==> src/rtl/smbus_rd_pkg.sv <==
package smbus_rd_pkg;

    typedef enum logic [2:0] {
        OP_NONE  = 3'd0,
        OP_START = 3'd1,
        OP_ADDR  = 3'd2,
        OP_RECV  = 3'd3,
        OP_STOP  = 3'd4
    } cmd_op_e;

    typedef enum logic [2:0] {
        ST_IDLE,
        ST_START,
        ST_ADDR,
        ST_WAIT,
        ST_RECV,
        ST_STOP,
        ST_HOLD
    } seq_state_e;

    localparam logic [7:0] PEC_POLY = 8'h07;

endpackage

==> src/rtl/smbus_crc8.sv <==
module smbus_crc8 #(
    parameter int             DATA_W = 8,
    parameter logic [7:0]     POLY   = smbus_rd_pkg::PEC_POLY
) (
    input  logic              clk,
    input  logic              rst_n,
    input  logic              clr,
    input  logic              upd,
    input  logic [DATA_W-1:0] din,
    output logic [7:0]        crc
);

    logic [7:0] crc_q;
    logic [7:0] crc_nx;

    // Serial CRC over one byte, most significant bit first.
    always_comb begin
        crc_nx = crc_q;
        for (int b = DATA_W - 1; b >= 0; b--) begin
            if (crc_nx[7] ^ din[b]) begin
                crc_nx = {crc_nx[6:0], 1'b0} ^ POLY;
            end else begin
                crc_nx = {crc_nx[6:0], 1'b0};
            end
        end
    end

    always_ff @(posedge clk or negedge rst_n) begin
        if (!rst_n) begin
            crc_q <= '0;
        end else if (clr) begin
            crc_q <= '0;
        end else if (upd) begin
            crc_q <= crc_nx;
        end
    end

    assign crc = crc_q;

endmodule

==> src/rtl/smbus_byte_ctr.sv <==
module smbus_byte_ctr #(
    parameter int CNT_W = 8
) (
    input  logic             clk,
    input  logic             rst_n,
    input  logic             load,
    input  logic [CNT_W-1:0] load_val,
    input  logic             dec,
    output logic             is_zero,
    output logic             is_last
);

    localparam logic [CNT_W-1:0] ONE = CNT_W'(1);

    logic [CNT_W-1:0] rem_q;

    always_ff @(posedge clk or negedge rst_n) begin
        if (!rst_n) begin
            rem_q <= '0;
        end else if (load) begin
            rem_q <= load_val;
        end else if (dec && (rem_q != '0)) begin
            rem_q <= rem_q - ONE;
        end
    end

    assign is_zero = (rem_q == '0);
    assign is_last = (rem_q == ONE);

endmodule

==> src/rtl/smbus_rd_fsm.sv <==
module smbus_rd_fsm
    import smbus_rd_pkg::*;
#(
    parameter int DATA_W = 8
) (
    input  logic              clk,
    input  logic              rst_n,
    input  logic              start_req,
    input  logic              rd_ack,
    input  logic              cfg_autoend,
    input  logic              cfg_pec_en,
    input  logic [DATA_W-1:0] addr_byte,
    input  logic              eng_done,
    input  logic [DATA_W-1:0] eng_rx_byte,
    input  logic              eng_addr_nak,
    input  logic              ctr_zero,
    input  logic              ctr_last,
    input  logic [7:0]        crc_val,
    output logic              take_cfg,
    output logic              ctr_dec,
    output logic              crc_upd,
    output logic [DATA_W-1:0] crc_din,
    output logic              cmd_valid,
    output logic [2:0]        cmd_op,
    output logic [DATA_W-1:0] cmd_byte,
    output logic              cmd_nack,
    output logic              scl_hold,
    output logic              busy,
    output logic [DATA_W-1:0] rx_data,
    output logic              rxne,
    output logic              tc,
    output logic              pec_err,
    output logic              nack_flag
);

    seq_state_e state_q;
    seq_state_e state_nx;

    logic autoend_q;
    logic pec_en_q;
    logic addr_fin;
    logic recv_fin;

    assign take_cfg = start_req && ((state_q == ST_IDLE) || (state_q == ST_HOLD));
    assign addr_fin = (state_q == ST_ADDR) && eng_done;
    assign recv_fin = (state_q == ST_RECV) && eng_done;

    // State register
    always_ff @(posedge clk or negedge rst_n) begin
        if (!rst_n) begin
            state_q <= ST_IDLE;
        end else begin
            state_q <= state_nx;
        end
    end

    // Transition logic
    always_comb begin
        state_nx = state_q;
        unique case (state_q)
            ST_IDLE: begin
                if (take_cfg) state_nx = ST_START;
            end
            ST_START: begin
                if (eng_done) state_nx = ST_ADDR;
            end
            ST_ADDR: begin
                if (eng_done) begin
                    if (eng_addr_nak) begin
                        state_nx = ST_STOP;
                    end else if (ctr_zero) begin
                        state_nx = autoend_q ? ST_STOP : ST_HOLD;
                    end else begin
                        state_nx = ST_WAIT;
                    end
                end
            end
            ST_WAIT: begin
                if (!rxne) state_nx = ST_RECV;
            end
            ST_RECV: begin
                if (eng_done) begin
                    if (ctr_last) begin
                        state_nx = autoend_q ? ST_STOP : ST_HOLD;
                    end else begin
                        state_nx = ST_WAIT;
                    end
                end
            end
            ST_STOP: begin
                if (eng_done) state_nx = ST_IDLE;
            end
            ST_HOLD: begin
                if (take_cfg) state_nx = ST_START;
            end
            default: state_nx = ST_IDLE;
        endcase
    end

    // Command and datapath control outputs
    always_comb begin
        cmd_valid = 1'b0;
        cmd_op    = OP_NONE;
        cmd_byte  = '0;
        cmd_nack  = 1'b0;
        scl_hold  = 1'b0;
        busy      = 1'b1;
        ctr_dec   = 1'b0;
        crc_upd   = 1'b0;
        crc_din   = eng_rx_byte;
        unique case (state_q)
            ST_IDLE: begin
                busy = 1'b0;
            end
            ST_START: begin
                cmd_valid = 1'b1;
                cmd_op    = OP_START;
            end
            ST_ADDR: begin
                cmd_valid = 1'b1;
                cmd_op    = OP_ADDR;
                cmd_byte  = addr_byte;
                crc_din   = addr_byte;
                crc_upd   = eng_done && !eng_addr_nak;
            end
            ST_WAIT: begin
                scl_hold = rxne;
            end
            ST_RECV: begin
                cmd_valid = 1'b1;
                cmd_op    = OP_RECV;
                cmd_nack  = ctr_last;
                ctr_dec   = eng_done;
                crc_upd   = eng_done && !ctr_last;
            end
            ST_STOP: begin
                cmd_valid = 1'b1;
                cmd_op    = OP_STOP;
            end
            ST_HOLD: begin
                scl_hold = 1'b1;
            end
            default: busy = 1'b0;
        endcase
    end

    // Flags, latched mode bits and the data register
    always_ff @(posedge clk or negedge rst_n) begin
        if (!rst_n) begin
            autoend_q <= 1'b0;
            pec_en_q  <= 1'b0;
            rx_data   <= '0;
            rxne      <= 1'b0;
            tc        <= 1'b0;
            pec_err   <= 1'b0;
            nack_flag <= 1'b0;
        end else begin
            if (take_cfg) begin
                autoend_q <= cfg_autoend;
                pec_en_q  <= cfg_pec_en;
                tc        <= 1'b0;
                pec_err   <= 1'b0;
                nack_flag <= 1'b0;
            end
            if (rd_ack && rxne) begin
                rxne <= 1'b0;
            end
            if (addr_fin) begin
                if (eng_addr_nak) begin
                    nack_flag <= 1'b1;
                end else if (ctr_zero && !autoend_q) begin
                    tc <= 1'b1;
                end
            end
            if (recv_fin) begin
                rx_data <= eng_rx_byte;
                rxne    <= 1'b1;
                if (ctr_last) begin
                    if (pec_en_q) begin
                        pec_err <= (eng_rx_byte != crc_val);
                    end
                    if (!autoend_q) begin
                        tc <= 1'b1;
                    end
                end
            end
        end
    end

endmodule

==> src/rtl/smbus_rd_seq.sv <==
module smbus_rd_seq #(
    parameter int DATA_W = 8,
    parameter int CNT_W  = 8,
    localparam int ADDR_W = DATA_W - 1
) (
    input  logic              clk,
    input  logic              rst_n,
    input  logic [ADDR_W-1:0] cfg_addr,
    input  logic [CNT_W-1:0]  cfg_count,
    input  logic              cfg_autoend,
    input  logic              cfg_pec_en,
    input  logic              start_req,
    input  logic              rd_ack,
    output logic              cmd_valid,
    output logic [2:0]        cmd_op,
    output logic [DATA_W-1:0] cmd_byte,
    output logic              cmd_nack,
    input  logic              eng_done,
    input  logic [DATA_W-1:0] eng_rx_byte,
    input  logic              eng_addr_nak,
    output logic              scl_hold,
    output logic [DATA_W-1:0] rx_data,
    output logic              rxne,
    output logic              tc,
    output logic              pec_err,
    output logic              nack_flag,
    output logic              busy
);

    logic [ADDR_W-1:0] addr_q;
    logic [DATA_W-1:0] addr_byte;
    logic              take_cfg;
    logic              ctr_dec;
    logic              ctr_zero;
    logic              ctr_last;
    logic              crc_upd;
    logic [DATA_W-1:0] crc_din;
    logic [7:0]        crc_val;

    always_ff @(posedge clk or negedge rst_n) begin
        if (!rst_n) begin
            addr_q <= '0;
        end else if (take_cfg) begin
            addr_q <= cfg_addr;
        end
    end

    assign addr_byte = {addr_q, 1'b1};

    smbus_byte_ctr #(
        .CNT_W (CNT_W)
    ) ctr_i (
        .clk      (clk),
        .rst_n    (rst_n),
        .load     (take_cfg),
        .load_val (cfg_count),
        .dec      (ctr_dec),
        .is_zero  (ctr_zero),
        .is_last  (ctr_last)
    );

    smbus_crc8 #(
        .DATA_W (DATA_W)
    ) crc_i (
        .clk   (clk),
        .rst_n (rst_n),
        .clr   (take_cfg),
        .upd   (crc_upd),
        .din   (crc_din),
        .crc   (crc_val)
    );

    smbus_rd_fsm #(
        .DATA_W (DATA_W)
    ) fsm_i (
        .clk          (clk),
        .rst_n        (rst_n),
        .start_req    (start_req),
        .rd_ack       (rd_ack),
        .cfg_autoend  (cfg_autoend),
        .cfg_pec_en   (cfg_pec_en),
        .addr_byte    (addr_byte),
        .eng_done     (eng_done),
        .eng_rx_byte  (eng_rx_byte),
        .eng_addr_nak (eng_addr_nak),
        .ctr_zero     (ctr_zero),
        .ctr_last     (ctr_last),
        .crc_val      (crc_val),
        .take_cfg     (take_cfg),
        .ctr_dec      (ctr_dec),
        .crc_upd      (crc_upd),
        .crc_din      (crc_din),
        .cmd_valid    (cmd_valid),
        .cmd_op       (cmd_op),
        .cmd_byte     (cmd_byte),
        .cmd_nack     (cmd_nack),
        .scl_hold     (scl_hold),
        .busy         (busy),
        .rx_data      (rx_data),
        .rxne         (rxne),
        .tc           (tc),
        .pec_err      (pec_err),
        .nack_flag    (nack_flag)
    );

endmodule

==> config.mk <==
export PLATFORM = sky130hd
export DESIGN_NAME = smbus_rd_seq
export DESIGN_NICKNAME = d
export VERILOG_FILES = /design/src/rtl/smbus_rd_pkg.sv /design/src/rtl/smbus_crc8.sv /design/src/rtl/smbus_byte_ctr.sv /design/src/rtl/smbus_rd_fsm.sv /design/src/rtl/smbus_rd_seq.sv
export SDC_FILE = /design/constraint.sdc
export NUM_CORES = 1
export LEC_CHECK = 0
export BUFFER_PORTS_ARGS = -buffer_cell sky130_fd_sc_hd__buf_2
export CAP_MARGIN = 20
export CORE_ASPECT_RATIO = 0.9
export CORE_UTILIZATION = 58
export CTS_CLUSTER_SIZE = 12
export DETAILED_ROUTE_END_ITERATION = 8
export PLACE_DENSITY = 0.86
export SLEW_MARGIN = 15
export SYNTH_ARGS = -nofsm -noshare
export SYNTH_HDL_FRONTEND = slang
export SYNTH_SLANG_ARGS = --single-unit
==> constraint.sdc <==
create_clock -name clk -period 4 [get_ports clk]
set_clock_uncertainty 0.1 [all_clocks]
set_input_delay 0.8 -clock clk [delete_from_list [all_inputs] [get_ports clk]]
set_output_delay 0.8 -clock clk [all_outputs]
set_load 0.05 [all_outputs]
== Word level (Yosys, flattened, before mapping) ==
Cells that the tools add are included.

* Logic and storage cells: 112
* Register bits: 40

* Multiplexer cells: 48
* $add $sub $neg: 1
* Reductions and logical operators: 22
* Bitwise operators: 16
* Eq/ne operators: 14

{| class="wikitable"
|+ Operators by type and width
! operator !! count
|-
| two-way mux 3 bit || 17
|-
| two-way mux 8 bit || 6
|-
| NOT 3 bit || 8
|-
| two-way mux 1 bit || 20
|-
| case mux 3 bit (6 select lines) || 1
|-
| case mux 3 bit (4 select lines) || 1
|-
| inequality test 2 bit, second input constant || 5
|-
| == test 3 bit, second input constant || 3
|-
| == test 8 x 1 -> 1 bit, second input constant || 1
|-
| logical AND 1 bit || 8
|-
| zero test 8 bit || 1
|-
| inequality test 8 bit || 1
|-
| nonzero test 8 bit || 1
|-
| subtractor 8 x 1 -> 8 bit, second input constant || 1
|-
| XOR 1 bit || 8
|-
| == test 3 x 2 -> 1 bit, second input constant || 2
|-
| AND reduction 6 bit || 1
|-
| nonzero test 2 bit || 3
|-
| OR reduction 6 bit || 1
|-
| case mux 1 bit (2 select lines) || 2
|-
| OR reduction 4 bit || 1
|-
| == test 3 x 1 -> 1 bit, second input constant || 1
|-
| zero test 1 bit || 3
|-
| zero test 3 bit || 1
|-
| 4 further kinds || 4
|}

== Depth between registers and ports, before layout ==
Gate-level depths: netlist of the first run.

* Depth after elaboration: 20
* Gate-level depth with buffers: 10

== Hierarchy ==
A second synthesis of the first run with hierarchy kept.

* Cell total of the unflattened synthesis: 259
* Area total of the unflattened synthesis: 2807.7 um2

{| class="wikitable"
|+ By module, submodules not included
! module !! cells an instance !! area each (um2) !! times used
|-
| smbus_rd_fsm || 121 || 1277.5 || 1
|-
| smbus_crc8 || 57 || 645.6 || 1
|-
| smbus_byte_ctr || 65 || 589.3 || 1
|-
| smbus_rd_seq || 16 || 295.3 || 1
|}

== Worst setup path before layout of the first run ==
Ideal clock, no wire load.

* Path type: flip-flop to output port
* Start point: reg ctr_i.rem_q[3]
* End point: out cmd_nack
* Arrival: 2142 ps
* Cell stages (with the launch flop): 4
* Path slack: 958 ps
* Cells stage by stage: dfrtp_1 -> nor4_2 -> nand3_1 -> nor3_1

* Longest elaborated chain between the ends: 2

{| class="wikitable"
|+ Ends and longest elaborated chain
! element !! line !! RTL
|-
| start, declared || smbus_byte_ctr.sv:15 || <nowiki>logic [CNT_W-1:0] rem_q;</nowiki>
|-
| start signal, assigned || smbus_byte_ctr.sv:21 || <nowiki>rem_q <= load_val;</nowiki>
|-
| start signal, assigned || smbus_byte_ctr.sv:23 || <nowiki>rem_q <= rem_q - ONE;</nowiki>
|-
| == test 8 x 1 -> 1 bit || smbus_byte_ctr.sv:28 || <nowiki>assign is_last = (rem_q == ONE);</nowiki>
|-
| two-way mux 1 bit || smbus_rd_fsm.sv:111 || <nowiki>unique case (state_q)</nowiki>
|-
| end, declared || smbus_rd_seq.sv:17 || <nowiki>output logic cmd_nack,</nowiki>
|}

No other way between the ends.

== Final worst setup path of the first run ==
* Start point: reg fsm_i.state_q[1]
* End point: out cmd_byte[3]

* Longest elaborated chain between the ends: 2

{| class="wikitable"
|+ Ends and longest elaborated chain
! element !! line !! RTL
|-
| start, declared || smbus_rd_fsm.sv:36 || <nowiki>seq_state_e state_q;</nowiki>
|-
| start signal, assigned || smbus_rd_fsm.sv:53 || <nowiki>state_q <= state_nx;</nowiki>
|-
| == test 3 x 2 -> 1 bit || smbus_rd_fsm.sv:111 ||
|-
| two-way mux 8 bit || smbus_rd_fsm.sv:111 ||
|-
| end, declared || smbus_rd_seq.sv:16 || <nowiki>output logic [DATA_W-1:0] cmd_byte,</nowiki>
|}

No other way between the ends.

==> results of run 1 <==
[area by class of cell]
type | count | area (um^2)
fillers | 301 | 1039
repair buffers | 60 | 307.8
multi-input cells | 179 | 1326
clock buffers | 8 | 90.09
inverters | 4 | 15.01
flip-flops and latches | 40 | 1001
well taps | 46 | 57.56
[cells in the final DEF (no fill, tap or decap), types with 2 or more instances in the layout]
cell                       count
sky130_fd_sc_hd__buf_2        57
sky130_fd_sc_hd__dfrtp_1      40
sky130_fd_sc_hd__xnor2_1      30
sky130_fd_sc_hd__mux2_2       19
sky130_fd_sc_hd__nor2_1       16
sky130_fd_sc_hd__o21ai_0      16
sky130_fd_sc_hd__a21oi_1      14
sky130_fd_sc_hd__nand3_1      11
sky130_fd_sc_hd__nand2_1       9
sky130_fd_sc_hd__and2_1        9
sky130_fd_sc_hd__mux2i_1       8
sky130_fd_sc_hd__clkbuf_8      6
sky130_fd_sc_hd__xor2_1        5
sky130_fd_sc_hd__nand2b_1      4
sky130_fd_sc_hd__inv_1         4
sky130_fd_sc_hd__o31ai_1       3
sky130_fd_sc_hd__ha_1          3
sky130_fd_sc_hd__buf_4         3
sky130_fd_sc_hd__nor3_1        2
sky130_fd_sc_hd__nor2b_1       2
sky130_fd_sc_hd__o21a_1        2
sky130_fd_sc_hd__nor3b_1       2
sky130_fd_sc_hd__nand4_1       2
sky130_fd_sc_hd__a22o_1        2
sky130_fd_sc_hd__xnor2_2       2
sky130_fd_sc_hd__a31oi_1       2
sky130_fd_sc_hd__clkbuf_1      2
[stage by stage]
stage | hold slack, ns | setup slack, ns
floorplan | 0.3714 | 0.9582
global placement | 0.3786 | 1.148
detailed placement | 0.3884 | 1.065
CTS | 0.4059 | 0.7490
global route | 0.4150 | 0.5697
finish | 0.4019 | 0.7380
[state kept, by name, indices dropped and copies added (netlist names)]
signal / count
addr_q: 7
crc_i.crc: 8
ctr_i.rem_q: 8
fsm_i.autoend_q: 1
fsm_i.nack_flag: 1
fsm_i.pec_en_q: 1
fsm_i.pec_err: 1
fsm_i.rx_data: 8
fsm_i.rxne: 1
fsm_i.state_q: 3
fsm_i.tc: 1
[power by group]
part	switching [uW]	leakage (uW)	internal (uW)	total (uW)
logic	889	0.000746	584	1470
clock network	138	0.0000455	141	279
registers	184	0.000490	579	763
total	1210	0.00128	1300	2520
[worst paths after layout]
kind | start | to | slack (ns) | depth (start not counted)
min | fsm_i.rx_data[6] | fsm_i.rx_data[6] | 0.40 | 1
min reg2reg | fsm_i.rx_data[6] | fsm_i.rx_data[6] | 0.40 | 1
max in group asynchronous | rst_n | fsm_i.pec_en_q | 2.72 | 1
max | fsm_i.state_q[1] | cmd_byte[3] | 0.74 | 4
max reg2reg | fsm_i.state_q[1] | crc_i.crc[0] | 1.35 | 8
min in group asynchronous | rst_n | fsm_i.rx_data[6] | 0.53 | 1
[per-layer routing]
metal | global-route usage, % | wire length [um]
met1 | 35.02 | 2395
met4 | 7.750 | 56
met5 | 0 | 0
met2 | 38.70 | 2232
met3 | 5.000 | 274
[cell families (layout without fill, tap and decap cells)]
family	Yosys count	after routing	synth area share [%]
adder cells (fa/ha/maj)	3	3	1.566
buffers and inverters	15	72	2.922
flip-flops	40	40	41.75
multiplexers	27	27	12.27
XOR/XNOR	38	38	15.08
AO/OA/AOI/OAI	47	47	12.00
AND/OR/NAND/NOR	64	64	14.40
==> results.rst, run 1 <==
.. list-table::
   :header-rows: 1

   * - Metric
     - Value
   * - Data required time of the critical path
     - 3.10 ns
   * - Max-slew violation count
     - 0
   * - HPWL Detailed
     - 3600 um
   * - Clock root buffer
     - sky130_fd_sc_hd__clkbuf_8
   * - Crit. End Element
     - output port
   * - Biggest area contributors in the synthesized netlist
     - sky130_fd_sc_hd__dfrtp_1, sky130_fd_sc_hd__xnor2_1, sky130_fd_sc_hd__mux2_2, sky130_fd_sc_hd__mux2i_1, sky130_fd_sc_hd__o21ai_0
   * - Slew Limit Headroom
     - ~41%
   * - Max capacitance violation total
     - 0
   * - Design Power
     - ~2500 uW
   * - N_diodes
     - 0
   * - Hold buffer count at cts
     - 0
   * - First-pass DRT Iterations
     - 4
   * - Antenna violations before repair
     - 0
   * - Number of vias per cell after detailed routing
     - about 5.6
   * - Top delay family on crit path
     - simple AND/OR/NAND/NOR gates
   * - CTS max path bufs
     - 2
   * - Global-route congestion overflow total
     - 0
   * - Critical path cell sequence
     - or3b_1 > inv_1 > and2_1 > buf_2
   * - Ys async rst share
     - between 90% and 100%
   * - Final Cell Area
     - about 2800 um^2
   * - PostCTS Resize Cnt
     - 0
   * - Net count reported at finish
     - around 320
   * - Total via count after detailed routing
     - roughly 1900
   * - Post-Syn Nets
     - around 270
   * - Standby leakage power
     - ~0.0013 uW
   * - Initial core utilization
     - 62.49%
   * - Violation count after the first detailed-routing iteration
     - 120
   * - Yosys warning total
     - 0
   * - Wirelength, routed
     - approximately 5000 um
   * - Clock insertion delay at the later pin of the skew report
     - between 0.2 and 0.3 ns
   * - Most common cell in the synthesized netlist
     - sky130_fd_sc_hd__dfrtp_1
   * - WL per Instance
     - between 10 and 15 um
   * - Number of top-level pins
     - 58
   * - Final setup fails
     - 0
   * - Cell area power density
     - 899.0 nW/um^2
   * - Final weighted congestion in routability-driven placement
     - around 0.86
   * - Sequential-to-total area share from yosys stat
     - about two fifths
   * - Sum Neg Setup Slack
     - 0 ns
   * - Maximum number of pins on one net before global-route repair
     - 41
   * - Total die area
     - approximately 4400 um^2
   * - Number of global-route vias before repair
     - 1861
   * - Total of flip-flops plus latches after synthesis
     - 40
   * - Post-synth EDFFs
     - 0
   * - H-tree levels
     - 2
   * - Critical Setup Path Class
     - register to output port
   * - Finished Core Util
     - 72.93%
   * - Post-Syn Area
     - between 2000 and 2500 um^2
   * - DRC violation count after routing
     - 0
   * - Final antenna-violating net count
     - 0
   * - Post-Syn Area per Cell
     - 10.24 um^2
   * - Synthesis-to-layout area growth
     - 16.70%
   * - Clock-pin slew of the registers on the worst-case setup and hold paths
     - approximately 0.080 ns
   * - Number of standard cells in the layout, taps in and fillers out
     - roughly 340
   * - Mapped Cells
     - about 230
   * - Run status
     - completed
   * - Setup repair after global routing missed its margin
     - false
   * - IR drop worst, VDD
     - around 560 uV
   * - Kind of start point of the critical path
     - register
   * - Slowest stage cell, crit path
     - sky130_fd_sc_hd__dfrtp_1
   * - Fin crit share
     - between 80% and 90%
   * - # placed instances
     - around 330
   * - CTS Buf Count
     - 5
   * - Cell type contributing the most total cell area after synthesis
     - sky130_fd_sc_hd__dfrtp_1
   * - Final period demand of the worst path
     - about 3.3 ns
   * - Sink Count
     - 40
   * - Arrival time of data at the critical path endpoint
     - 2.36 ns
   * - Overall track demand over capacity in global routing
     - 24.86%
   * - Main flop type after synthesis
     - sky130_fd_sc_hd__dfrtp_1
   * - Total cell area at the placement stage
     - between 2000 and 3000 um^2
   * - Area of the core
     - about 3800 um^2
   * - Top cells by instance count after synthesis
     - sky130_fd_sc_hd__dfrtp_1, sky130_fd_sc_hd__xnor2_1, sky130_fd_sc_hd__mux2_2
   * - Final number of hold-violating endpoints
     - 0
   * - Transition time at the pin with the least slew margin
     - roughly 0.89 ns
   * - Number of I/O port buffers
     - 57
   * - Highest clock rate
     - a little over 300 MHz
   * - Total buffers and inverters traversed by the critical path
     - 2
   * - Clock tree from TritonCTS
     - yes
   * - Share of post-route cells with drive strength above 1
     - roughly a third
   * - Number of post-CTS setup repair buffers
     - 0
   * - Worst Path Max Fanout
     - 18
   * - Chip Width
     - 69.77 um
   * - Post-synth cell types
     - 44
   * - Largest incremental delay on the critical path
     - 0.67 ns
   * - Share of the synthesized area in the top cell type
     - about two fifths
   * - First-pass GRT wire length
     - roughly 8700 um
   * - Row count
     - 21
   * - Class of the tightest hold or removal check
     - register to register
   * - Die height
     - 62.99 um
Power figures use the tool's default switching activity.
==> inputs of run 2 (changes only) <==
--- a/config.mk
+++ b/config.mk
@@ -8,10 +8,10 @@
 export BUFFER_PORTS_ARGS = -buffer_cell sky130_fd_sc_hd__buf_2
 export CAP_MARGIN = 20
 export CORE_ASPECT_RATIO = 0.9
-export CORE_UTILIZATION = 58
+export CORE_UTILIZATION = 48
 export CTS_CLUSTER_SIZE = 12
 export DETAILED_ROUTE_END_ITERATION = 8
-export PLACE_DENSITY = 0.86
+export PLACE_DENSITY = 0.76
 export SLEW_MARGIN = 15
 export SYNTH_ARGS = -nofsm -noshare
 export SYNTH_HDL_FRONTEND = slang
==> constraint.sdc (replaced) <==
create_clock -name clk -period 2.82 [get_ports clk]
set_clock_uncertainty 0.1 [all_clocks]
set_input_delay 0.564 -clock clk [delete_from_list [all_inputs] [get_ports clk]]
set_output_delay 0.564 -clock clk [all_outputs]
set_load 0.05 [all_outputs]
==> results.rst, run 2 (synthesis results as in run 1) <==
.. list-table::
   :header-rows: 1

   * - Metric
     - Value
   * - Run status
     - completed
   * - Global-route met2 utilization
     - 34.43% (-4.3 points)
   * - Leading cell type in the layout, fill and taps excluded
     - sky130_fd_sc_hd__buf_2
   * - Final antenna-violating net count
     - 0 (unchanged)
   * - Design Power
     - 3704 uW (+47%)
   * - Number of global-route vias before repair
     - 1815 (-2.5%)
   * - Finished Core Util
     - 59.58% (-13 points)
   * - Final setup fails
     - 0 (unchanged)
   * - First-pass DRT Iterations
     - 5 (+1)
   * - Clock tree from TritonCTS
     - yes
   * - Share of post-route cells with drive strength above 1
     - 33.45% (+1.8 points)
   * - WL per Instance
     - 14.40 um (-2.1%)
   * - CTS Buf Count
     - 5 (unchanged)
   * - Number of post-CTS setup repair buffers
     - 0 (unchanged)
   * - Filler cell count
     - 438 (+46%)
   * - Hold buffer count at cts
     - 0 (unchanged)
   * - Cell area power density
     - 1286 nW/um^2 (+43%)
   * - Max capacitance violation total
     - 0 (unchanged)
   * - Chip Width
     - 76.50 um (+9.6%)
   * - Final weighted congestion in routability-driven placement
     - 0.8483 (-1.5%)
   * - Max-slew violation count
     - 0 (unchanged)
   * - Number of I/O port buffers
     - 57 (unchanged)
   * - Sum Neg Setup Slack
     - 0 ns (unchanged)
   * - End of the worst register-to-register path
     - crc_i.crc[0]
   * - Synthesis-to-layout area growth
     - 20.15%
   * - Number of top-level pins
     - 58 (unchanged)
   * - Clock insertion delay at the later pin of the skew report
     - 0.30 ns (about the same)
   * - Clock-pin slew of the registers on the worst-case setup and hold paths
     - 0.08 ns (about the same)
   * - Final number of hold-violating endpoints
     - 0 (unchanged)
   * - Hold Worst Slack
     - 0.2853 ns (-0.1166 ns)
   * - Antenna violations before repair
     - 0 (unchanged)
   * - Arrival time of data at the critical path endpoint
     - 1.85 ns (-0.51 ns)
   * - Number of vias per cell after detailed routing
     - 5.233 (-6.4%)
   * - Total die area
     - 5282 um^2 (+20%)
   * - R2r startpoint
     - ctr_i.rem_q[3]
   * - First-pass GRT wire length
     - 8866 um (+2.5%)
   * - N_diodes
     - 0 (unchanged)
   * - Total via count after detailed routing
     - 1889 (+0.32%)
   * - Kind of start point of the critical path
     - register
   * - Clock root buffer
     - sky130_fd_sc_hd__clkbuf_8
   * - CTS max path bufs
     - 2 (unchanged)
   * - Transition time at the pin with the least slew margin
     - 0.9793 ns (+0.09029 ns)
   * - Critical Setup Path Class
     - register to output port
   * - Data required time of the critical path
     - 2.16 ns (-0.94 ns)
   * - Register-to-register path setup slack
     - 0.47 ns (-0.88 ns)
   * - Violation count after the first detailed-routing iteration
     - 111 (-7.5%)
   * - Standby leakage power
     - 0.001314 uW (+2.6%)
   * - Global-route met1 utilization
     - 29.69% (-5.3 points)
   * - HPWL Detailed
     - 3862 um (+7.3%)
   * - Die height
     - 69.05 um (+9.6%)
   * - Most frequent cells in the layout
     - sky130_fd_sc_hd__buf_2, sky130_fd_sc_hd__dfrtp_1, sky130_fd_sc_hd__xnor2_1
   * - Global-route congestion overflow total
     - 0 (unchanged)
   * - Worst Path Max Fanout
     - 4 (-14)
   * - Fin crit share
     - 89.04%
   * - Class of the tightest hold or removal check
     - input pin to async pin
   * - Highest clock rate
     - roughly 400 MHz
   * - Initial core utilization
     - 49.59% (-13 points)
   * - Depth of the most critical reg-to-reg path
     - 5 (-3)
   * - Met3 Resource Use GR
     - 5.033% (+0.033 points)
   * - Setup repair after global routing missed its margin
     - false
   * - Slew Limit Headroom
     - 34.71% (-6.0 points)
   * - DRC violation count after routing
     - 0 (unchanged)
   * - Row count
     - 24 (+14%)
   * - Area of the core
     - 4835 um^2 (+26%)
   * - Routing layer with the top usage in global route
     - met2
   * - Final period demand of the worst path
     - roughly 2.5 ns
   * - Net count reported at finish
     - 329 (+1.5%)
   * - H-tree levels
     - 2 (unchanged)
   * - Overall track demand over capacity in global routing
     - 21.64% (-3.2 points)
   * - IR drop worst, VDD
     - 549.3 uV (-2.4%)
   * - Maximum number of pins on one net before global-route repair
     - 41 (unchanged)
   * - Sink Count
     - 40 (unchanged)
   * - Wirelength, routed
     - 5198 um (+4.8%)
   * - Largest incremental delay on the critical path
     - 0.43 ns (-0.24 ns)
   * - PostCTS Resize Cnt
     - 0 (unchanged)
   * - Crit. End Element
     - output port
   * - Critical path cell sequence
     - nor4_2 > nand3_1 > nor3_1 > buf_2
   * - Slowest stage cell, crit path
     - sky130_fd_sc_hd__dfrtp_1
## run 2: changes by cell type in the layout (fill, tap and decap cells not counted)
cell and change:
sky130_fd_sc_hd__clkinvlp_4 +1, sky130_fd_sc_hd__clkbuf_1 -2, sky130_fd_sc_hd__clkbuf_8 -1, sky130_fd_sc_hd__clkinv_2 +1
sky130_fd_sc_hd__bufinv_16 +1, sky130_fd_sc_hd__buf_4 +5
## run 2: layer usage
layer  up-vias  share of wire (%)
met4         0                1.1
met5         -                  0
li1        939                  -
met2        60                 47
met3         6                5.3
met1       884                 47
## run 2: final cells by class
cell class              instances  area, um^2  share of cell area, %
well taps                      65       81.33                  2.824
repair buffers                 65       345.3                  11.99
flip-flops and latches         40        1001                  34.75
clock inverters                 3       42.54                  1.477
inverters                       4       15.01                 0.5213
clock buffers                   5       68.82                  2.389
multi-input cells             179        1326                  46.05
## run 2: where the power goes
part / leakage [uW] / internal [uW] / switching (uW)
clock: 0.0000541 / 262 / 207
combinational: 0.000770 / 869 / 1360
sequential: 0.000490 / 823 / 184
total: 0.00131 / 1950 / 1750
## run 2: worst max-delay path by stage
stage,start,to,slack [ns],depth (start not counted)
2_1_floorplan,ctr_i.rem_q[3],cmd_nack,0.01,3
3_3_place_gp,eng_done,ctr_i.rem_q[5],0.57,7
3_5_place_dp,eng_done,ctr_i.rem_q[5],0.49,7
4_1_cts,ctr_i.rem_q[3],cmd_nack,0.33,4
5_1_grt,ctr_i.rem_q[3],cmd_nack,0.24,4
6_report,ctr_i.rem_q[3],cmd_nack,0.31,4
## run 2: worst max-delay path: cells and delay by family, from the launching register on
| family | cells | cell delay [ns] |
|---|---|---|
| simple gates | 3 | 0.81 |
| flops | 1 | 0.43 |
| buf+inv | 1 | 0.31 |
## run 2: through the flow
stage / area, um^2 / worst slack [ns] / cells
finish: 2880 / 0.3091 / 361
global route: 2880 / 0.2419 / 361
CTS: 2880 / 0.3321 / 361
detailed placement: 2769 / 0.4881 / 353
global placement: 2769 / 0.5748 / 353
floorplan: 2397 / 0.01418 / 234
